`src/rtl/jt_pkg.sv`:
```
package jt_pkg;

    // number of external sense flags addressed by nib[1:0]
    localparam int NUM_EXT_FLAGS = 4;

    typedef enum logic [1:0] {
        OP_SHORT   = 2'd0,
        OP_LBRANCH = 2'd1,
        OP_LSKIP   = 2'd2,
        OP_NOP     = 2'd3
    } op_kind_e;

    typedef enum logic [1:0] {
        ST_IDLE  = 2'd0,
        ST_RD_HI = 2'd1,
        ST_RD_LO = 2'd2,
        ST_STEP  = 2'd3
    } seq_state_e;

    typedef enum logic [1:0] {
        PC_KEEP = 2'd0,
        PC_INC  = 2'd1,
        PC_LOW  = 2'd2,
        PC_FULL = 2'd3
    } pc_op_e;

endpackage

```
`src/rtl/jt_cond_decode.sv`:
```
module jt_cond_decode
    import jt_pkg::*;
(
    input  logic                     is_long,
    input  logic [3:0]               nib,
    input  logic                     q_flag,
    input  logic                     acc_zero,
    input  logic                     df_flag,
    input  logic                     ie_flag,
    input  logic [NUM_EXT_FLAGS-1:0] flags,
    output op_kind_e                 kind,
    output logic                     cond_true
);

    logic short_raw;
    logic short_cond;
    logic long_cond;
    op_kind_e long_kind;

    // Short form: low three bits pick the test, bit 3 inverts it.
    always_comb begin
        case (nib[2:0])
            3'd0:    short_raw = 1'b1;
            3'd1:    short_raw = q_flag;
            3'd2:    short_raw = acc_zero;
            3'd3:    short_raw = df_flag;
            default: short_raw = ~flags[nib[1:0]];
        endcase
        short_cond = short_raw ^ nib[3];
    end

    // Long form: branch, skip or no-operation per nibble.
    always_comb begin
        long_kind = OP_LBRANCH;
        long_cond = 1'b0;
        case (nib)
            4'h0: begin long_kind = OP_LBRANCH; long_cond = 1'b1;      end
            4'h1: begin long_kind = OP_LBRANCH; long_cond = q_flag;    end
            4'h2: begin long_kind = OP_LBRANCH; long_cond = acc_zero;  end
            4'h3: begin long_kind = OP_LBRANCH; long_cond = df_flag;   end
            4'h4: begin long_kind = OP_NOP;     long_cond = 1'b0;      end
            4'h5: begin long_kind = OP_LSKIP;   long_cond = ~q_flag;   end
            4'h6: begin long_kind = OP_LSKIP;   long_cond = ~acc_zero; end
            4'h7: begin long_kind = OP_LSKIP;   long_cond = ~df_flag;  end
            4'h8: begin long_kind = OP_LSKIP;   long_cond = 1'b1;      end
            4'h9: begin long_kind = OP_LBRANCH; long_cond = ~q_flag;   end
            4'hA: begin long_kind = OP_LBRANCH; long_cond = ~acc_zero; end
            4'hB: begin long_kind = OP_LBRANCH; long_cond = ~df_flag;  end
            4'hC: begin long_kind = OP_LSKIP;   long_cond = ie_flag;   end
            4'hD: begin long_kind = OP_LSKIP;   long_cond = q_flag;    end
            4'hE: begin long_kind = OP_LSKIP;   long_cond = acc_zero;  end
            default: begin long_kind = OP_LSKIP; long_cond = df_flag;  end
        endcase
    end

    assign kind      = is_long ? long_kind : OP_SHORT;
    assign cond_true = is_long ? long_cond : short_cond;

endmodule

```
`src/rtl/jt_pc_step.sv`:
```
module jt_pc_step
    import jt_pkg::*;
#(
    parameter int BYTE_W = 8,
    localparam int ADDR_W = 2 * BYTE_W
) (
    input  logic [ADDR_W-1:0] pc,
    input  logic [BYTE_W-1:0] rd_byte,
    input  logic [BYTE_W-1:0] hi_byte,
    input  pc_op_e            op,
    output logic [ADDR_W-1:0] pc_next
);

    always_comb begin
        case (op)
            PC_INC:  pc_next = pc + ADDR_W'(1);
            PC_LOW:  pc_next = {pc[ADDR_W-1:BYTE_W], rd_byte};
            PC_FULL: pc_next = {hi_byte, rd_byte};
            default: pc_next = pc;
        endcase
    end

endmodule

```
`src/rtl/jump_target_unit.sv`:
```
module jump_target_unit
    import jt_pkg::*;
#(
    parameter int BYTE_W        = 8,
    parameter int HAS_EXT_FLAGS = 1,
    localparam int ADDR_W = 2 * BYTE_W
) (
    input  logic                     clk,
    input  logic                     rst_n,
    input  logic                     start,
    input  logic                     is_long,
    input  logic [3:0]               nib,
    input  logic [ADDR_W-1:0]        pc_in,
    input  logic                     q_flag,
    input  logic [BYTE_W-1:0]        acc,
    input  logic                     df_flag,
    input  logic                     ie_flag,
    input  logic [NUM_EXT_FLAGS-1:0] ext_flags,
    output logic                     mem_req,
    output logic [ADDR_W-1:0]        mem_addr,
    input  logic                     mem_ack,
    input  logic [BYTE_W-1:0]        mem_data,
    output logic                     busy,
    output logic                     done,
    output logic                     taken,
    output logic [ADDR_W-1:0]        pc_out
);

    typedef struct packed {
        seq_state_e        st;
        logic              lng;
        logic              cond;
        logic [ADDR_W-1:0] pc;
        logic [BYTE_W-1:0] hi;
        logic              done;
        logic              tk;
        logic [ADDR_W-1:0] res;
    } regs_t;

    regs_t r_d, r_q;

    logic [NUM_EXT_FLAGS-1:0] eff_flags;
    op_kind_e                 dec_kind;
    logic                     dec_true;
    pc_op_e                   step_op;
    logic [ADDR_W-1:0]        step_src;
    logic [ADDR_W-1:0]        step_out;

    generate
        if (HAS_EXT_FLAGS != 0) begin : g_ext_flags
            assign eff_flags = ext_flags;
        end else begin : g_tied_flags
            assign eff_flags = '1;
        end
    endgenerate

    jt_cond_decode i_dec (
        .is_long   (is_long),
        .nib       (nib),
        .q_flag    (q_flag),
        .acc_zero  (acc == '0),
        .df_flag   (df_flag),
        .ie_flag   (ie_flag),
        .flags     (eff_flags),
        .kind      (dec_kind),
        .cond_true (dec_true)
    );

    assign step_src = (r_q.st == ST_IDLE) ? pc_in : r_q.pc;

    jt_pc_step #(.BYTE_W(BYTE_W)) i_step (
        .pc      (step_src),
        .rd_byte (mem_data),
        .hi_byte (r_q.hi),
        .op      (step_op),
        .pc_next (step_out)
    );

    always_comb begin
        r_d      = r_q;
        r_d.done = 1'b0;
        step_op  = PC_KEEP;
        case (r_q.st)
            ST_IDLE: begin
                if (start) begin
                    r_d.lng  = is_long;
                    r_d.cond = dec_true;
                    r_d.pc   = pc_in;
                    case (dec_kind)
                        OP_SHORT: begin
                            if (dec_true) begin
                                r_d.st = ST_RD_LO;
                            end else begin
                                step_op  = PC_INC;
                                r_d.done = 1'b1;
                                r_d.res  = step_out;
                                r_d.tk   = 1'b0;
                            end
                        end
                        OP_LBRANCH: begin
                            if (dec_true) begin
                                r_d.st = ST_RD_HI;
                            end else begin
                                step_op = PC_INC;
                                r_d.pc  = step_out;
                                r_d.st  = ST_STEP;
                            end
                        end
                        OP_LSKIP: begin
                            if (dec_true) begin
                                step_op = PC_INC;
                                r_d.pc  = step_out;
                                r_d.st  = ST_STEP;
                            end else begin
                                r_d.done = 1'b1;
                                r_d.res  = pc_in;
                                r_d.tk   = 1'b0;
                            end
                        end
                        default: begin
                            r_d.done = 1'b1;
                            r_d.res  = pc_in;
                            r_d.tk   = 1'b0;
                        end
                    endcase
                end
            end
            ST_RD_HI: begin
                if (mem_ack) begin
                    r_d.hi  = mem_data;
                    step_op = PC_INC;
                    r_d.pc  = step_out;
                    r_d.st  = ST_RD_LO;
                end
            end
            ST_RD_LO: begin
                if (mem_ack) begin
                    step_op  = r_q.lng ? PC_FULL : PC_LOW;
                    r_d.res  = step_out;
                    r_d.tk   = r_q.cond;
                    r_d.done = 1'b1;
                    r_d.st   = ST_IDLE;
                end
            end
            default: begin
                step_op  = PC_INC;
                r_d.res  = step_out;
                r_d.tk   = r_q.cond;
                r_d.done = 1'b1;
                r_d.st   = ST_IDLE;
            end
        endcase
    end

    always_ff @(posedge clk) begin
        if (!rst_n) begin
            r_q <= '0;
        end else begin
            r_q <= r_d;
        end
    end

    assign mem_req  = (r_q.st == ST_RD_HI) || (r_q.st == ST_RD_LO);
    assign mem_addr = r_q.pc;
    assign busy     = (r_q.st != ST_IDLE);
    assign done     = r_q.done;
    assign taken    = r_q.tk;
    assign pc_out   = r_q.res;

endmodule

```
`config.mk`:
```
export PLATFORM = sky130hd
export DESIGN_NAME = jump_target_unit
export DESIGN_NICKNAME = d
export VERILOG_FILES = /design/src/rtl/jt_pkg.sv /design/src/rtl/jt_cond_decode.sv /design/src/rtl/jt_pc_step.sv /design/src/rtl/jump_target_unit.sv
export SDC_FILE = /design/constraint.sdc
export NUM_CORES = 1
export LEC_CHECK = 0
export ABC_AREA = 0
export BUFFER_PORTS_ARGS = -buffer_cell sky130_fd_sc_hd__buf_2
export CELL_PAD_IN_SITES_DETAIL_PLACEMENT = 0
export CELL_PAD_IN_SITES_GLOBAL_PLACEMENT = 1
export CORE_UTILIZATION = 40
export CTS_BUF_LIST = sky130_fd_sc_hd__clkbuf_16
export CTS_CLUSTER_DIAMETER = 40
export DETAILED_ROUTE_END_ITERATION = 8
export PLACE_DENSITY_LB_ADDON = 0.1
export SETUP_SLACK_MARGIN = 0.05
export SLEW_MARGIN = 20
export SYNTH_ARGS = -nofsm -noshare
export SYNTH_HDL_FRONTEND = slang
export SYNTH_SLANG_ARGS = --single-unit
```
`constraint.sdc`:
```
create_clock -name clk -period 4.3 [get_ports clk]
set_input_delay 0.86 -clock clk [delete_from_list [all_inputs] [get_ports clk]]
set_output_delay 0.86 -clock clk [all_outputs]
set_load 0.1 [all_outputs]
```
* Yosys cells after proc, flatten, opt, wreduce, memory -nomap -nowiden *
Cells that the tools add are included.

storage, ports and cells
  input bits = 48
  logic and storage cells = 106
  output and inout bits = 36
  flip-flop bits (word level) = 46

operators by class
  bitwise gates (word level) = 6
  eq/ne operators = 33
  $add $sub $neg = 1
  reductions and logical operators = 21
  $lt $le $gt $ge = 1
  multiplexer cells = 36

operator list
  operator                                                               count
  18-bit one-hot mux with 3 select lines                                 2
  18-bit two-way mux                                                     4
  16-bit one-hot mux with 2 select lines                                 2
  16-bit two-way mux                                                     3
  16-bit one-hot mux with 3 select lines                                 1
  4-bit equality test, second input constant                             7
  24-bit two-way mux                                                     1
  20-bit two-way mux                                                     1
  2-bit one-hot mux with 3 select lines                                  3
  16-bit by 1-bit adder with 16-bit output, second input constant        1
  4-bit by 3-bit equality test with 1-bit output, second input constant  4
  2-bit two-way mux                                                      8
  2-bit OR reduction                                                     7
  3-bit inequality test, second input constant                           4
  6-bit AND reduction                                                    2
  2-bit equality test, second input constant                             4
  4-bit by 2-bit equality test with 1-bit output, second input constant  2
  8-bit logical NOT                                                      1
  2-bit inequality test, second input constant                           4
  1-bit one-hot mux with 8 select lines                                  1
  2-bit one-hot mux with 2 select lines                                  2
  7-bit OR reduction                                                     1
  2-bit by 1-bit equality test with 1-bit output, second input constant  3
  3-bit by 2-bit equality test with 1-bit output, second input constant  2
  other kinds (16)                                                       28

* Longest topological paths before layout *
  depth in word-level cells = 16
  depth in mapped cells = 15
  depth with buffers taken out = 12

* By module *
A second synthesis with hierarchy kept.

second synthesis, totals
  cell total of the unflattened synthesis = 568
  area total of the unflattened synthesis = 4281.6 sq um

modules (own cells, without submodules)
  module            area each (sq um)  sequential area each (sq um)  times used  cells each
  jump_target_unit  3550.9             920.9                         1           446
  jt_pc_step        543.0              0.0                           1           96
  jt_cond_decode    187.7              0.0                           1           26

* Least setup slack after synthesis *
No wires, ideal clock.

  path kind = register -> register
  from = register r_q[44] in the netlist's numbering
  to = register r_q, in the netlist pc_out[14]
  required time = 4.197 ns
  clock period less this slack = 3.739 ns
  path slack = 0.561 ns
  stages on the path, launching flop included = 16
  arrival time = 3.635 ns
  buffers on the path = 4
  setup time = 0.103 ns
  path through = dfxtp_1 inv_1 ha_1 buf_6 buf_6 clkbuf_1 buf_2 mux2_2 ha_1 o221ai_2 or4b_4 or3_4 and2_4 o31ai_4 a32oi_1 a2111oi_2

between the ends
  cells in the longest elaborated chain, start to end = 8
  elaborated cells on any way between the ends = 22
  those cells by class = add/sub: 1; eq/ne: 10; mux: 8; bitwise: 1; reduce/logical: 2

ends and longest elaborated chain
  item                                                                                RTL line                                        source
  start: declaration                                                                  jump_target_unit.sv:40                          regs_t r_d, r_q;
  start signal: assignment                                                            jump_target_unit.sv:159                         r_q <= r_d;
  2-bit logical NOT (tied with other cells)                                           jump_target_unit.sv:69, jump_target_unit.sv:83
  16-bit two-way mux / 2-bit one-hot mux with 3 select lines (equally long branches)  jump_target_unit.sv:69, jump_target_unit.sv:83
  16-bit by 1-bit adder with 16-bit output (tied with other cells)                    jt_pc_step.sv:16                                PC_INC: pc_next = pc + ADDR_W'(1);
  16-bit one-hot mux with 3 select lines                                              jt_pc_step.sv:15                                case (op)
  18-bit two-way mux                                                                  jump_target_unit.sv:91                          if (dec_true) begin
  18-bit one-hot mux with 3 select lines                                              jump_target_unit.sv:89                          case (dec_kind)
  18-bit two-way mux                                                                  jump_target_unit.sv:85                          if (start) begin
  18-bit one-hot mux with 3 select lines                                              jump_target_unit.sv:83                          case (r_q.st)

Several ways; a longest one is shown, not always the timed one. The select of a mux whose other input is x is not followed.
A chain may end at the register's enable or synchronous reset.

* Final worst setup path *
  from = register r_q[45] in the netlist's numbering
  to = register r_q, in the netlist pc_out[14]

Same word-level chain as after synthesis.

==> results.cfg <==
[synthesis]
yosysMostFrequentCell = nand2_1
synth_commonest_cells = nand2_1, dfxtp_1, nor2_1
synth_top_area_share = 0.234
synth_top_cell_by_area = dfxtp_1
yosysWarningCount = 0
synthArstFlopShare = 0
yosysSeqAreaShare = 0.234
syn_area_um2 = 3930
synth_area_leaders = dfxtp_1, buf_4, nand2_1, a21oi_1, nor2_1
synth-seq-cells = 46
synth_edf_count = 0
avgSynthCellArea_um2 = 7.53
synthCells = 522
ys_types = 80
synthesis.nets = 575
ys.flop_type = dfxtp_1

[run]
cap_violations = 0

[grt]
grt_overflow = 0
met2_usage = 0.446
antenna_found_initial = 0
grt_pass1_vias = 3958
grt_max_degree = 28
track_usage = 0.276
use_met1 = 0.358
grt_pass1_wl_um = 21500
grt.busiest_layer = met2
grt.met3_usage = 0.0663

[timing]
max_freq_mhz = 275
hold_viol = 0
skew_ns = 0.00789
drv_slew = 0
rsz0062_at_grt = no
hold_slack_ns = 0.450
tightest_slew_ns = 0.914
relSlewSlack = 0.390
setup_viol = 0
fin_crit_ns = 3.63
fin_crit_sh = 0.845
fin_tns_setup_ns = 0

[power_and_ir_drop]
p_sw_mw = 1.14
switching_share = 0.517
power_density_nw_per_um2 = 503
p_seq_frac = 0.243
combPwrFrac = 0.553
clkPwrFrac = 0.204
internal_power_mw = 1.06
ir_drop_v = 0.000303
power_leakage_nw = 1.79

[clock_tree]
cts_sinks = 46
cts_resized = 0
cts.htree.levels = 2
root_buffer = clkbuf_16
post_cts_buffers = 0
cts-buffers-inserted = 5
clk_latency_ns = 0.29
path_clk_slew_ns = 0.07
hold_buffers = 0
cts_tree = built
clk_path_buf_depth = 2

[floorplanning]
core_area_um2 = 9370
die_h_um = 101
dieArea_um2 = 10200
die_x_um = 101
ios = 84
initial_utilization = 0.420
num_rows = 35

[detailed_routing]
routedWlPerCell_um = 20.2
vias_per_cell = 6.12
drt_wl_total_um = 13900
drc = 0
drt-pass1-iter-count = 5
num_vias = 4206
ant_nets = 0
drt_iter0_drc = 214

[placement]
portBuffers = 83
dpl.cell_count = 679
place_hpwl_um = 10200
gp_congestion = 0.917

[finish]
layout.nets = 610
fin_cells = 687
drive_above_1_share = 0.237
syn_to_final_growth_pct = 11.2
fill_cells = 1016
diodes = 0

[hold_path]
hold_path_class = register to register

[run_status]
status = completed

[setup_path]
critPathKind = register to register
cp.required_ns = 4.49
cp-start-kind = register
critical_path_arrival_ns = 3.83
endpoint_kind = register
path_max_fanout = 12
[critical path, cell delays in order (launching register included)]
cell	delay, ns
dfxtp_1	0.33
inv_1	0.11
ha_1	0.47
mux2_2	0.31
ha_1	0.24
o221ai_2	0.18
or4b_4	0.57
or3_4	0.42
and2_4	0.17
o31ai_4	0.19
a32oi_1	0.15
a2111oi_2	0.39
[area by class of cell]
type                    count  area [µm²]  area share
clock inverters             3        41.3     0.00944
repair buffers             96         513       0.117
inverters                  12        45.0      0.0103
clock buffers               5         125      0.0286
well taps                 129         161      0.0369
flip-flops and latches     46         921       0.211
multi-input cells         396        2560       0.587
[stage by stage]
step                      total power, mW  utilization  worst slack (ns)  instance area (µm²)
after floorplan                      1.57            -             0.561                 3930
after global placement               1.74        0.449             0.590                 4210
after detailed placement             1.74        0.449             0.542                 4210
after CTS                            2.20        0.466             0.693                 4370
after global routing                 2.31        0.466             0.501                 4370
final                                2.20        0.466             0.667                 4370
[logic make-up after synthesis]
logic type      count (synthesis)  synth area share
xor+xnor                        8            0.0178
mux                            21            0.0601
fa+ha+maj                       5            0.0159
simple gates                  172             0.219
flops                          46             0.234
buf+inv                        80             0.115
compound gates                190             0.339
[power by group through the flow]
stage          clock (mW)  sequential [mW]  combinational (mW)
2_1_floorplan           0            0.539                1.03
3_3_place_gp            0            0.541                1.20
3_5_place_dp            0            0.543                1.20
4_1_cts             0.459            0.534                1.20
5_1_grt             0.480            0.543                1.28
6_report            0.449            0.534                1.22
[metal layers]
metal | vias to the layer above | part of all wire
met5 | - | 0
met2 | 176 | 0.46
li1 | 1999 | -
met4 | 0 | 0.025
met3 | 26 | 0.077
met1 | 2005 | 0.44
[worst paths after layout]
kind,start,cells past startpoint,slack (ns),endpoint
min,pc_out[8],2,0.45,pc_out[8]
max reg2reg,r_q[45],11,0.67,pc_out[14]
min reg2reg,pc_out[8],2,0.45,pc_out[8]
max,r_q[45],11,0.67,pc_out[14]
[state kept, by name (all words and copies together) (netlist names)]
name / flops
done: 1
mem_addr: 16
pc_out: 16
r_q: 12
taken: 1
[cells in the final DEF (no fill, tap or decap), drive strengths merged, types with 4 or more instances in the layout]
cell type	instances
nand2b	4
xnor2	4
clkbuf	5
a21o	7
nor3	11
o21bai	4
buf	96
nand2	56
and3	8
nor2b	5
dfxtp	46
and2	5
nor4	5
o22ai	6
inv	13
ha	5
a21oi	37
o21ai	36
mux2i	12
nand3	14
o221ai	6
a22oi	5
xor2	4
a32oi	12
mux2	8
a31oi	21
nand3b	5
a211oi	4
o31ai	12
nor2	44
Power figures use the tool's default switching activity.
